**config.mk**
```make
export PLATFORM = sky130hd
export DESIGN_NAME = cmd_port
export DESIGN_NICKNAME = d
export VERILOG_FILES = /design/src/rtl/cmd_port_pkg.sv /design/src/rtl/cmd_port_sync.sv /design/src/rtl/cmd_port_rx.sv /design/src/rtl/cmd_port_tx.sv /design/src/rtl/cmd_port.sv
export SDC_FILE = /design/constraint.sdc
export NUM_CORES = 1
export LEC_CHECK = 0
export ABC_CLOCK_PERIOD_IN_PS = 2060
export BUFFER_PORTS_ARGS = -buffer_cell sky130_fd_sc_hd__buf_2
export CORE_ASPECT_RATIO = 2
export CORE_MARGIN = 2
export CORE_UTILIZATION = 25
export CTS_BUF_LIST = sky130_fd_sc_hd__clkbuf_4 sky130_fd_sc_hd__clkbuf_8
export DETAILED_ROUTE_END_ITERATION = 6
export PLACE_DENSITY = 0.45
export SLEW_MARGIN = 20
export SYNTH_ARGS = -nofsm -noshare
export SYNTH_HDL_FRONTEND = slang
export SYNTH_SLANG_ARGS = --single-unit
```
**constraint.sdc**
```tcl
create_clock -name clk -period 2.06 [get_ports clk]
set_input_delay 0 -clock clk [delete_from_list [all_inputs] [get_ports clk]]
set_output_delay 0 -clock clk [all_outputs]
set_load 0.01 [all_outputs]
```
**src/rtl/cmd_port_pkg.sv**
```systemverilog
package cmd_port_pkg;

    localparam int CMD_W  = 8;
    localparam int ADDR_W = 5;

    localparam logic [CMD_W-1:0] FILL_HI = 8'hFF;
    localparam logic [CMD_W-1:0] FILL_LO = 8'hFE;

    typedef enum logic [2:0] {
        K_NONE,
        K_FILL,
        K_INSTR,
        K_WRITE,
        K_READ
    } cmd_kind_e;

    // Sort a complete command byte into its kind.
    function automatic cmd_kind_e classify(input logic [CMD_W-1:0] b);
        cmd_kind_e k;
        if (b == FILL_HI || b == FILL_LO) begin
            k = K_FILL;
        end else begin
            case (b[7:6])
                2'b11:   k = K_INSTR;
                2'b01:   k = K_WRITE;
                2'b00:   k = K_READ;
                default: k = K_NONE;
            endcase
        end
        return k;
    endfunction

    function automatic logic [ADDR_W-1:0] cmd_addr(input logic [CMD_W-1:0] b);
        return b[5:1];
    endfunction

endpackage

```
**src/rtl/cmd_port_sync.sv**
```systemverilog
module cmd_port_sync #(
    parameter int STAGES = 2
) (
    input  logic clk,
    input  logic rst_n,
    input  logic cs_n,
    input  logic sclk,
    input  logic sdi,
    output logic sel,
    output logic rise,
    output logic fall,
    output logic sdi_s
);

    typedef struct packed {
        logic [STAGES-1:0] cs;
        logic [STAGES-1:0] ck;
        logic [STAGES-1:0] di;
        logic              ck_prev;
    } sync_t;

    sync_t d, q;

    always_comb begin
        d         = q;
        d.cs      = {q.cs[STAGES-2:0], cs_n};
        d.ck      = {q.ck[STAGES-2:0], sclk};
        d.di      = {q.di[STAGES-2:0], sdi};
        d.ck_prev = q.ck[STAGES-1];
    end

    always_ff @(posedge clk or negedge rst_n) begin
        if (!rst_n) begin
            q.cs      <= '1;
            q.ck      <= '0;
            q.di      <= '0;
            q.ck_prev <= 1'b0;
        end else begin
            q <= d;
        end
    end

    assign sel   = !q.cs[STAGES-1];
    assign rise  = sel &&  q.ck[STAGES-1] && !q.ck_prev;
    assign fall  = sel && !q.ck[STAGES-1] &&  q.ck_prev;
    assign sdi_s = q.di[STAGES-1];

endmodule

```
**src/rtl/cmd_port_rx.sv**
```systemverilog
module cmd_port_rx
    import cmd_port_pkg::*;
#(
    parameter int DATA_W = 24
) (
    input  logic              clk,
    input  logic              rst_n,
    input  logic              sel,
    input  logic              rise,
    input  logic              sdi_s,
    output logic              instr_stb,
    output logic [CMD_W-1:0]  instr_code,
    output logic              wr_stb,
    output logic [ADDR_W-1:0] wr_addr,
    output logic [DATA_W-1:0] wr_data,
    output logic              rd_stb,
    output logic [ADDR_W-1:0] rd_addr
);

    localparam int WR_BYTES = DATA_W / CMD_W;
    localparam int CNT_W    = $clog2(WR_BYTES + 1);
    localparam int BIT_W    = $clog2(CMD_W);

    typedef struct packed {
        logic [CMD_W-1:0]  sh;
        logic [BIT_W-1:0]  bits;
        logic              wr_pend;
        logic [CNT_W-1:0]  wr_left;
        logic [ADDR_W-1:0] wr_addr;
        logic [DATA_W-1:0] wr_data;
        logic              instr_stb;
        logic [CMD_W-1:0]  instr_code;
        logic              wr_stb;
        logic              rd_stb;
        logic [ADDR_W-1:0] rd_addr;
    } rx_t;

    rx_t d, q;
    logic [CMD_W-1:0] nbyte;

    always_comb begin
        d           = q;
        d.instr_stb = 1'b0;
        d.wr_stb    = 1'b0;
        d.rd_stb    = 1'b0;
        nbyte       = {q.sh[CMD_W-2:0], sdi_s};

        if (!sel) begin
            d.bits    = '0;
            d.wr_pend = 1'b0;
            d.wr_left = '0;
        end else if (rise) begin
            d.sh = nbyte;
            if (q.bits == BIT_W'(CMD_W - 1)) begin
                d.bits = '0;
                if (q.wr_pend) begin
                    // data byte of a pending write: never decoded
                    d.wr_data = {q.wr_data[DATA_W-CMD_W-1:0], nbyte};
                    d.wr_left = q.wr_left - CNT_W'(1);
                    if (q.wr_left == CNT_W'(1)) begin
                        d.wr_pend = 1'b0;
                        d.wr_stb  = 1'b1;
                    end
                end else begin
                    case (classify(nbyte))
                        K_INSTR: begin
                            d.instr_stb  = 1'b1;
                            d.instr_code = nbyte;
                        end
                        K_WRITE: begin
                            d.wr_pend = 1'b1;
                            d.wr_left = CNT_W'(WR_BYTES);
                            d.wr_addr = cmd_addr(nbyte);
                            d.wr_data = '0;
                        end
                        K_READ: begin
                            d.rd_stb  = 1'b1;
                            d.rd_addr = cmd_addr(nbyte);
                        end
                        default: ;
                    endcase
                end
            end else begin
                d.bits = q.bits + BIT_W'(1);
            end
        end
    end

    always_ff @(posedge clk or negedge rst_n) begin
        if (!rst_n) begin
            q <= '0;
        end else begin
            q <= d;
        end
    end

    assign instr_stb  = q.instr_stb;
    assign instr_code = q.instr_code;
    assign wr_stb     = q.wr_stb;
    assign wr_addr    = q.wr_addr;
    assign wr_data    = q.wr_data;
    assign rd_stb     = q.rd_stb;
    assign rd_addr    = q.rd_addr;

endmodule

```
**src/rtl/cmd_port_tx.sv**
```systemverilog
module cmd_port_tx #(
    parameter int DATA_W = 24
) (
    input  logic              clk,
    input  logic              rst_n,
    input  logic              sel,
    input  logic              fall,
    input  logic              load,
    input  logic [DATA_W-1:0] load_data,
    output logic              sdo
);

    localparam int LEFT_W = $clog2(DATA_W + 1);

    typedef struct packed {
        logic [DATA_W-1:0] sh;
        logic [LEFT_W-1:0] left;
        logic              sdo;
    } tx_t;

    tx_t d, q;

    always_comb begin
        d = q;
        if (!sel) begin
            d.left = '0;
            d.sdo  = 1'b0;
        end else if (load) begin
            // a new read replaces whatever is still shifting
            d.sh   = load_data;
            d.left = LEFT_W'(DATA_W);
        end else if (fall) begin
            if (q.left != '0) begin
                d.sdo  = q.sh[DATA_W-1];
                d.sh   = {q.sh[DATA_W-2:0], 1'b0};
                d.left = q.left - LEFT_W'(1);
            end else begin
                d.sdo = 1'b0;
            end
        end
    end

    always_ff @(posedge clk or negedge rst_n) begin
        if (!rst_n) begin
            q <= '0;
        end else begin
            q <= d;
        end
    end

    assign sdo = q.sdo;

endmodule

```
**src/rtl/cmd_port.sv**
```systemverilog
module cmd_port
    import cmd_port_pkg::*;
#(
    parameter int DATA_W      = 24,
    parameter int SYNC_STAGES = 2
) (
    input  logic              clk,
    input  logic              rst_n,
    input  logic              cs_n,
    input  logic              sclk,
    input  logic              sdi,
    output logic              sdo,
    output logic              instr_stb,
    output logic [CMD_W-1:0]  instr_code,
    output logic              reg_wr_stb,
    output logic [ADDR_W-1:0] reg_wr_addr,
    output logic [DATA_W-1:0] reg_wr_data,
    output logic              reg_rd_stb,
    output logic [ADDR_W-1:0] reg_rd_addr,
    input  logic [DATA_W-1:0] reg_rd_data
);

    logic sel;
    logic sclk_rise;
    logic sclk_fall;
    logic sdi_s;

    cmd_port_sync #(.STAGES(SYNC_STAGES)) u_sync (
        .clk   (clk),
        .rst_n (rst_n),
        .cs_n  (cs_n),
        .sclk  (sclk),
        .sdi   (sdi),
        .sel   (sel),
        .rise  (sclk_rise),
        .fall  (sclk_fall),
        .sdi_s (sdi_s)
    );

    cmd_port_rx #(.DATA_W(DATA_W)) u_rx (
        .clk        (clk),
        .rst_n      (rst_n),
        .sel        (sel),
        .rise       (sclk_rise),
        .sdi_s      (sdi_s),
        .instr_stb  (instr_stb),
        .instr_code (instr_code),
        .wr_stb     (reg_wr_stb),
        .wr_addr    (reg_wr_addr),
        .wr_data    (reg_wr_data),
        .rd_stb     (reg_rd_stb),
        .rd_addr    (reg_rd_addr)
    );

    cmd_port_tx #(.DATA_W(DATA_W)) u_tx (
        .clk       (clk),
        .rst_n     (rst_n),
        .sel       (sel),
        .fall      (sclk_fall),
        .load      (reg_rd_stb),
        .load_data (reg_rd_data),
        .sdo       (sdo)
    );

endmodule

```
* Word-level counts from Yosys, hierarchy flattened
Cells that the tools add are included.
Storage, ports and cells: output and inout bits 46, memories kept 0, logic and storage cells 90, register bits 95, latch bits 0, bits in read-only memories 0, RAM bits 0, bits of input ports 29
Operators by class: bitwise gates (word level) 2, eq/ne operators 10, reductions and logical operators 29, $lt $le $gt $ge 0, $add $sub $neg 3, divide/modulo/power cells 0, multiply operators 0, shifts and indexed selects 0, muxes and demuxes 28
Operators by type and width (number):
- $mux 29 | 2
- $mux 51 | 1
- $mux 48 | 1
- $mux 32 | 1
- $mux 30 | 1
- $mux 24 | 1
- $mux 6 | 4
- $mux 3 | 7
- $mux 9 | 2
- $eq 8x8->1 const B | 2
- $mux 16 | 1
- $reduce_and 5->1 | 3
- $reduce_bool 2->1 | 6
- $pmux 3 s3 | 1
- $reduce_bool 3->1 | 3
- $reduce_and 2->1 | 4
- $eq 3x2->1 const B | 2
- $eq 3x3->1 const B | 2
- $reduce_and 3->1 | 2
- $mux 1 | 5
- $mux 5 | 1
- $reduce_bool 5->1 | 1
- $sub 5x1->5 const B | 1
- $eq 2x1->1 const B | 2
- 10 further kinds | 16

* Longest topological paths before layout
depth in word-level cells 13, mapped depth 8, depth with buffers taken out 6

* Cells and area by module
A second synthesis with hierarchy kept.
Unflattened totals: cells, all modules 377, area, all modules 4441.8 sq um
By module, submodules not included:
- cmd_port_rx | area an instance 2598.7 sq um, seq. area each 1451.4 sq um, cells each 195, times used 1
- cmd_port_tx | area an instance 1646.6 sq um, seq. area each 750.7 sq um, cells each 172, times used 1
- cmd_port_sync | area an instance 196.4 sq um, seq. area each 177.7 sq um, cells each 10, times used 1

* Least setup slack after synthesis
No wires, ideal clock.
kind reg2reg, start reg u_tx.q[1] in the netlist's numbering, end reg u_tx.q[15] in the netlist's numbering, path slack 0.282 ns, setup time 0.126 ns, arrival time 1.652 ns, data required time 1.934 ns, buffers on the path 2, stages on the path, launching flop included 8, clock period less this slack 1.778 ns, cells stage by stage dfrtp_1 -> inv_1 -> ha_1 -> or4b_1 -> buf_2 -> a21oi_4 -> buf_4 -> o21ai_0
Between the ends: longest elaborated chain between the ends 3
Ends and longest elaborated chain:
- from (decl) | line cmd_port_tx.sv:21 | tx_t d, q;
- from (signal assigned) | line cmd_port_tx.sv:45 | q <= '0;
- from (signal assigned) | line cmd_port_tx.sv:47 | q <= d;
- $reduce_bool 5->1 | line cmd_port_tx.sv:33 | if (q.left != '0) begin
- $reduce_bool 2->1 (no line)
- $reduce_and 3->1 (no line)
Every way passes these cells. A chain may end at the register's enable or synchronous reset.

* Worst setup path in the final report
start reg u_tx.q[1] in the netlist's numbering, end reg u_tx.q[22] in the netlist's numbering
The elaborated chain is that of the path after synthesis.

==> metrics.txt <==
Root Buffer Master clkbuf_8; core region area 16270 sq um; Core Rows 66; sequential cell area fraction in the yosys report 57.12%; n_diodes 0; GRT Util Overall 10.40%; DRT antenna net count 0; Starting Density 25.61%; Max H-tree Level 3; Setup TNS Final 0 ps; most numerous cell in the Yosys netlist dfrtp_1; Synth top area share 55.86%; clock-pin slew on the worst setup and hold paths 100 ps; DR WL/cell 14.00 microns; Synth area leader dfrtp_1; DRC 0; grt ovf 0; P per Cell Area 689.5 nW/um^2; Placed Cells 575; clk sinks 95; worst-margin pin slew 562.1 ps; skew final 13.13 ps; Max Clk Rate 521.0 MHz; post-synthesis cell count 342; hpwl dp 5.965 mm; FF+latch count, synth 95; FF+latch area 2380 sq um; largest net degree at the start of global routing 47; final setup violating endpoints 0; GP Congestion 0.6966; Vias 2684; Final Max Slew Viols 0; NumNets Final 444; reg-to-reg setup timing slack 140 ps; status completed; Post-DP Area 4511 sq um; io pins 75; total power 3429 uW; Multi-input gate area 1361 sq um; top cells by count, synth 93 x dfrtp_1, 44 x buf_4, 30 x nand2_1, 24 x mux2_2, 24 x o21ai_0; Die Wd 95.29 microns; Die Span Y 186.6 microns; Ys Warns 0; Pleak 0.002471 uW; initial antenna violation count 0; CP Max Fanout 46; layout cells sized above 1 33.01%; CTS max path bufs 2; MaxCap Viol Count 0; vias in the first global route 2745; crit path kind flip-flop to flip-flop; post-layout util 30.57%; Post-synth EDFFs 0; overall die area 17780 sq um; mapped cell area 4166 sq um; CTS buffer count 9; RSZ-0062 raised after global routing no; final worst path period share 93.17%; asr flop ratio synth 100.0%; syn nets 376; kind of start point of the critical path flip-flop; routed wire length 8.664 mm; post-route design area 4974 sq um; CP Capture Type flip-flop; Starting DRT DRC Count 102; Synth cell types 39; Peak VDD IR 320.5 uV; Detailed Routing Iterations Pass 1 4; drt via density 4.336; Worst Path Required 2300 ps; Final min period 1919 ps; CTS tree yes; Hold Vio Cnt, Final 0; Skew-Pair Late Insertion Delay 370 ps; fillcell total 1663; Tightest Hold Check Type input port to async pin; max_slew headroom 62.53%; port bufs 74; Synth Area per Inst 12.18 sq um; top cells by area, synth dfrtp_1 56%, buf_4 7.9%, mux2_2 6.5%, mux2i_1 5.5%, a22o_1 4.8%; Post-synth top flop dfrtp_1; final non-filler cell total 619; area grow syn2layout 19.37%; first-pass GRT wire length 14.31 mm; Worst EP arrival 2160 ps
per-stage QoR:
step,worst slack (ps),hold slack (ps)
2_1_floorplan,281.5,-295.6
3_3_place_gp,190.1,29.70
3_5_place_dp,143.6,30.88
4_1_cts,123.7,160.8
5_1_grt,5.375,186.7
6_report,140.7,148.3
worst max-delay path, stage by stage (launching register included):
cell and delay [ps]:
dfrtp_1 410, inv_1 100, ha_1 170, or4b_1 570, a21oi_4 200, buf_12 210, o21ai_0 120
power breakdown:
part / leakage, uW / internal (uW) / switching, uW
clock network: 0.0000938 / 505 / 666
registers: 0.00117 / 1930 / 121
logic: 0.00121 / 124 / 84.7
cells by family after synthesis:
group                      count (synthesis)  synth area share [%]
AOI/OAI and AO/OA                         61                 10.18
xor gates and xnor gates                   2                0.4205
adders and majority gates                  5                 1.502
buffers and inverters                     63                 10.30
DFF                                       95                 57.12
muxes                                     47                 12.01
and+or+nand+nor                           69                 8.469
what timing repair did:
item	4_1_cts	5_1_grt
endpoints found under the hold margin	65	0
resized for setup	0	0
hold buffers	28	0
setup buffers	0	0
flip-flops by register name (all words and copies together), names as in the netlist:
register	cells
u_rx.rd_addr	5
u_sync.d	4
u_tx.sdo	1
u_rx.wr_data	24
u_sync.q	2
u_rx.instr_code	8
u_rx.q	6
u_tx.q	29
u_rx.wr_stb	1
u_rx.instr_stb	1
u_rx.wr_addr	5
u_rx.rd_stb	1
u_rx.nbyte	7
u_sync.sdi_s	1
final cells by class:
type,instances,share of cell area [%]
Tap cell,204,5.132
Clock inverter,4,0.6038
Multi-Input combinational cell,184,27.37
Clock buffer,12,3.069
Inverter,5,0.3774
Sequential cell,95,47.85
Timing Repair Buffer,115,15.60
final timing paths:
kind	from	to	cells past startpoint
worst min-delay path	rst_n	u_tx.q[25]	2
worst min register to register	u_sync.d[4]	u_sync.d[0]	0
min in group clk	sclk	u_sync.d[4]	2
max in group asynchronous	rst_n	u_rx.nbyte[1]	3
worst max-delay path	u_tx.q[1]	u_tx.q[22]	6
worst max register to register	u_tx.q[1]	u_tx.q[22]	6
cells in the final DEF (no fill, tap or decap), types with 3 or more instances in the layout:
master         instances
nand3_1                4
inv_1                  5
a22o_1                23
dlygate4sd3_1         28
nor2_1                10
nor3_1                 4
ha_1                   5
mux2i_1               23
nand2_1               30
clkbuf_8              10
buf_4                 12
nor2b_1                3
buf_2                 73
a21oi_1                3
nand2b_1               6
o21ai_1                4
mux2_2                24
dfrtp_1               93
o21ai_0               24
metal layers:
metal | routed length [microns] | share of wire [%] | track usage [%]
met2 | 4428 | 51 | 17.50
met4 | 156 | 1.8 | 4.125
met3 | 425 | 4.9 | 2.866
met5 | 0 | 0 | 0
met1 | 3654 | 42 | 12.25
Note: power is estimated with default switching activity, not from simulation.
